**config.mk**
```make
export PLATFORM = sky130hd
export DESIGN_NAME = spin_commutator
export DESIGN_NICKNAME = d
export VERILOG_FILES = /design/src/rtl/spin_commutator.sv
export SDC_FILE = /design/constraint.sdc
export NUM_CORES = 1
export LEC_CHECK = 0
export BUFFER_PORTS_ARGS = -buffer_cell sky130_fd_sc_hd__buf_2
export CELL_PAD_IN_SITES_DETAIL_PLACEMENT = 2
export CELL_PAD_IN_SITES_GLOBAL_PLACEMENT = 2
export CORE_MARGIN = 1
export CORE_UTILIZATION = 26
export CTS_BUF_LIST = sky130_fd_sc_hd__clkbuf_8 sky130_fd_sc_hd__clkbuf_16
export DETAILED_ROUTE_END_ITERATION = 10
export GPL_TIMING_DRIVEN = 0
export PLACE_DENSITY_LB_ADDON = 0.1
export SYNTH_ARGS = -nofsm -noshare
export SYNTH_HDL_FRONTEND = slang
export SYNTH_SLANG_ARGS = --single-unit
```
**constraint.sdc**
```tcl
create_clock -name clk -period 1.7 [get_ports clk]
set_clock_uncertainty 0.05 [all_clocks]
set_input_delay 0.085 -clock clk [delete_from_list [all_inputs] [get_ports clk]]
set_output_delay 0.085 -clock clk [all_outputs]
set_load 0.03 [all_outputs]
```
**src/rtl/spin_commutator.sv**
```systemverilog
module spin_commutator #(
  parameter int PW = 2
) (
  input  logic          clk,
  input  logic          rst_n,
  input  logic          run_i,
  input  logic          manual_i,
  input  logic [2:0]    mcode_i,
  input  logic          bias_en_i,
  input  logic [PW-1:0] presc_i,
  input  logic          adv_i,
  output logic [2:0]    state_o,
  output logic [2:0]    hs_o,
  output logic [2:0]    ls_o,
  output logic          off_o,
  output logic          bias_o,
  output logic          err_o
);
  localparam int CW = (1 << PW) - 1;

  logic [CW-1:0] cnt, mask;
  logic          tick, bad;
  logic [2:0]    st_n, hs_n, ls_n;

  assign mask = ~({CW{1'b1}} << presc_i);
  assign tick = (cnt & mask) == '0;
  assign bad  = run_i && manual_i && (mcode_i > 3'd5);

  always_comb begin
    st_n = state_o;
    if (!run_i)
      st_n = 3'd0;
    else if (manual_i) begin
      if (!bad) st_n = mcode_i;
    end else if (adv_i && tick)
      st_n = (state_o == 3'd5) ? 3'd0 : state_o + 3'd1;
  end

  always_comb begin
    hs_n = 3'b000;
    ls_n = 3'b000;
    case (st_n)
      3'd0: begin hs_n = 3'b001; ls_n = 3'b010; end
      3'd1: begin hs_n = 3'b001; ls_n = 3'b100; end
      3'd2: begin hs_n = 3'b010; ls_n = 3'b100; end
      3'd3: begin hs_n = 3'b010; ls_n = 3'b001; end
      3'd4: begin hs_n = 3'b100; ls_n = 3'b001; end
      3'd5: begin hs_n = 3'b100; ls_n = 3'b010; end
      default: ;
    endcase
  end

  always_ff @(posedge clk or negedge rst_n) begin
    if (!rst_n) begin
      cnt     <= '0;
      state_o <= 3'd0;
      hs_o    <= 3'b000;
      ls_o    <= 3'b000;
      off_o   <= 1'b1;
      bias_o  <= 1'b0;
      err_o   <= 1'b0;
    end else begin
      cnt     <= cnt + 1'b1;
      state_o <= st_n;
      hs_o    <= run_i ? hs_n : 3'b000;
      ls_o    <= run_i ? ls_n : 3'b000;
      off_o   <= !run_i;
      bias_o  <= bias_en_i && !run_i;
      err_o   <= err_o || bad;
    end
  end


  no_shoot_chk: assert property (@(posedge clk) disable iff (!rst_n)
    (hs_o & ls_o) == 3'b000);


  one_pair_chk: assert property (@(posedge clk) disable iff (!rst_n)
    !off_o |-> ($countones(hs_o) == 1 && $countones(ls_o) == 1));


  float_off_chk: assert property (@(posedge clk) disable iff (!rst_n)
    off_o |-> (hs_o == 3'b000 && ls_o == 3'b000 && state_o == 3'd0));


  state_range_chk: assert property (@(posedge clk) disable iff (!rst_n)
    state_o <= 3'd5);


  err_sticky_chk: assert property (@(posedge clk) disable iff (!rst_n)
    err_o |=> err_o);


  bad_hold_chk: assert property (@(posedge clk) disable iff (!rst_n)
    (run_i && manual_i && mcode_i > 3'd5) |=> ($stable(state_o) && err_o));


  bias_off_chk: assert property (@(posedge clk) disable iff (!rst_n)
    bias_o |-> off_o);
endmodule

```
==> out/results.ini <==
[route]
drt-total-wl_um=1600
dr.pass1.iters=2
ant_nets=0
avgViaCountPerCell=4.60
dr.first_iter.drc_count=3
drc_errors=0
post_drt_wl_per_cell_um=13.4
dr_total_vias=547

[die]
fp.coreArea_sq_um=2320
ios=23
die_x_um=52.6
initial_core_util_pct=28.7
num_rows=17
die_area_sq_um=2770
die_height_um=52.6

[min_path]
hp-class=input pin to flop

[synth]
yosysTopAreaCell=dfrtp_1
synth_top_area_share_pct=52.6
yosysWarnings=0
yosys-top-cells-area=dfrtp_1 (53%), nor2_1 (4.5%), dfstp_2 (3.9%)
synth_area_sq_um=666
syn-mean-instance-area_sq_um=11.7
synthDistinctLibCells=26
yosysSeqAreaShare_pct=56.6
netlist_instances=57
synth_fp_nets=69
ys_ff_latch=15

[sta]
setup-violations-final=7
hold_violations=0
post-route-period-util_pct=109
period_needed_ns=1.86
fin_ws_ns=-0.160
worstMarginPinSlew_ns=0.341
slew_headroom_pct=77.3
slew_viol_final=0
rsz0062_at_grt=yes
fmax_mhz=538
whs_ns=0.0504

[clock_tree]
cts_root_buffer=clkbuf_8
clock_latency_ns=0.25
tritoncts=yes
cts_buffers=3
htree_levels=1
clkTransAtPathRegs_ns=0.06
clkSinkCount=15
cts_buffer_depth=2

[finish]
layout.nets=104
mostFrequentLayoutCell=buf_2
antenna_cells=0
mostFrequentLayoutCells=buf_2 (22), dfrtp_1 (13), nor2_1 (7)
fillCellCount=244
layout-drive-gt1-share_pct=51.6
area_delta_synth_final_pct=42.1
design_area_sq_um=946

[outcome]
violations=negative setup slack
status=finished with violations

[power_and_ir_drop]
seqPwrFrac_pct=46.2
p_leak_nw=0.489
p_clk_share_pct=33.2
combPwrFrac_pct=20.6
switchingPower_uw=239
power_uw=843
internal-power_uw=604
p_sw_share_pct=28.3
vdd_ir_drop_max_v=0.000557
power_density_nw_per_um2=891

[setup_path]
slowest_stage=a221o_2
cp.required_ns=1.84
path_delay_family=compound AO/OA/AOI/OAI gates
critPathBufInv=0
start_kind=flop
crit_chain=a21o_1 > a211oi_4 > a21oi_2 > a221o_2 > nor3_2 > a31o_1
slowest_delay_ns=0.42
worstPathMaxFanout=7
cp-end-kind=flop
critPathKind=flop to flop
critPathArrivalTime_ns=2.00

[grt]
track_usage_pct=13.4
grt_first_pass_wirelength_um=2630
overflow=0
grt_pass1_vias=607
antenna_found_initial=0
grt_max_degree=16

[placement]
io_buffers=22
place_ws_ns=-0.223
gp_congestion=0.667
hpwl_um=1210
place_area_sq_um=813

[flow_run]
max_cap_viol_count=0

==> repair_timing <==
action                     CTS  global route
pin swaps                   11             8
setup buffers                5             2
setup endpoints to repair    9             9
hold buffers                 1             0
resized for setup            2             3
hold endpoints to repair    15             0
==> worst paths after layout <==
check	start	end	slack, ns	cells past startpoint
worst min-delay path	bias_en_i	bias_o	0.05	2
worst max register to register	cnt[0]	ls_o[0]	-0.16	6
worst max-delay path	cnt[0]	ls_o[0]	-0.16	6
min in group asynchronous	rst_n	state_o[1]	0.22	2
worst min register to register	cnt[2]	cnt[2]	0.42	1
max in group asynchronous	rst_n	off_o	1.09	2
==> metrics by stage <==
stage | util [%] | std cells | TNS (ns)
after floorplan | - | 57 | -0.0706
after global placement | 35.1 | 107 | -0.674
after detailed placement | 35.1 | 107 | -1.03
after CTS | 39.6 | 117 | -0.633
after global routing | 40.8 | 119 | -1.49
final | 40.8 | 119 | -0.738
==> layer usage <==
layer	up-vias	part of all wire [%]	global-route usage [%]
li1	258	-	-
met1	277	39	13.1
met2	10	57	25.9
met3	2	3.6	4.64
met4	0	0.50	3.95
met5	-	0	0
==> state kept, by name, summed over array words and instances (netlist names) <==
name     count
bias_o       1
err_o        1
ls_o         3
hs_o         3
state_o      3
cnt          3
off_o        1
==> synthesized netlist by cell type <==
library cell,count
a21o_1,1
o22a_1,1
o22ai_2,1
nor2_1,8
nor2b_1,2
xor2_1,1
a21oi_2,1
o21ai_0,1
a211oi_1,1
dfrtp_1,14
dfstp_2,1
o221ai_2,1
inv_1,6
a211oi_4,1
and3_2,1
o21a_1,2
ha_1,1
nor3_2,1
xnor2_1,2
nand2_1,4
a221o_2,1
or2_2,1
nand2b_2,1
and2_2,1
mux2i_1,1
a31o_1,1
==> power by group through the flow <==
| stage | Combinational, mW | Sequential, mW | Clock, mW |
|---|---|---|---|
| detailed placement | 0.155 | 0.396 | 0 |
| CTS | 0.167 | 0.389 | 0.290 |
| finish | 0.174 | 0.390 | 0.280 |
| global route | 0.190 | 0.391 | 0.302 |
| floorplan | 0.0517 | 0.440 | 0 |
| global placement | 0.152 | 0.395 | 0 |
==> cells by family after synthesis <==
logic type,share of synthesized area [%]
compound gates,18.0
xor+xnor,3.95
fa+ha+maj,1.88
buf+inv,3.38
flops,56.6
mux,1.50
simple gates,14.7
==> area by class of cell <==
type,instances,area (sq um),area share [%]
inverters,6,22.5,2.38
repair buffers,30,176,18.7
clock buffers,3,41.3,4.37
well taps,28,35.0,3.70
flip-flops and latches,15,378,39.9
multi-input cells,36,289,30.6
clock inverters,1,3.75,0.397
Note: power is estimated with default switching activity, not from simulation.
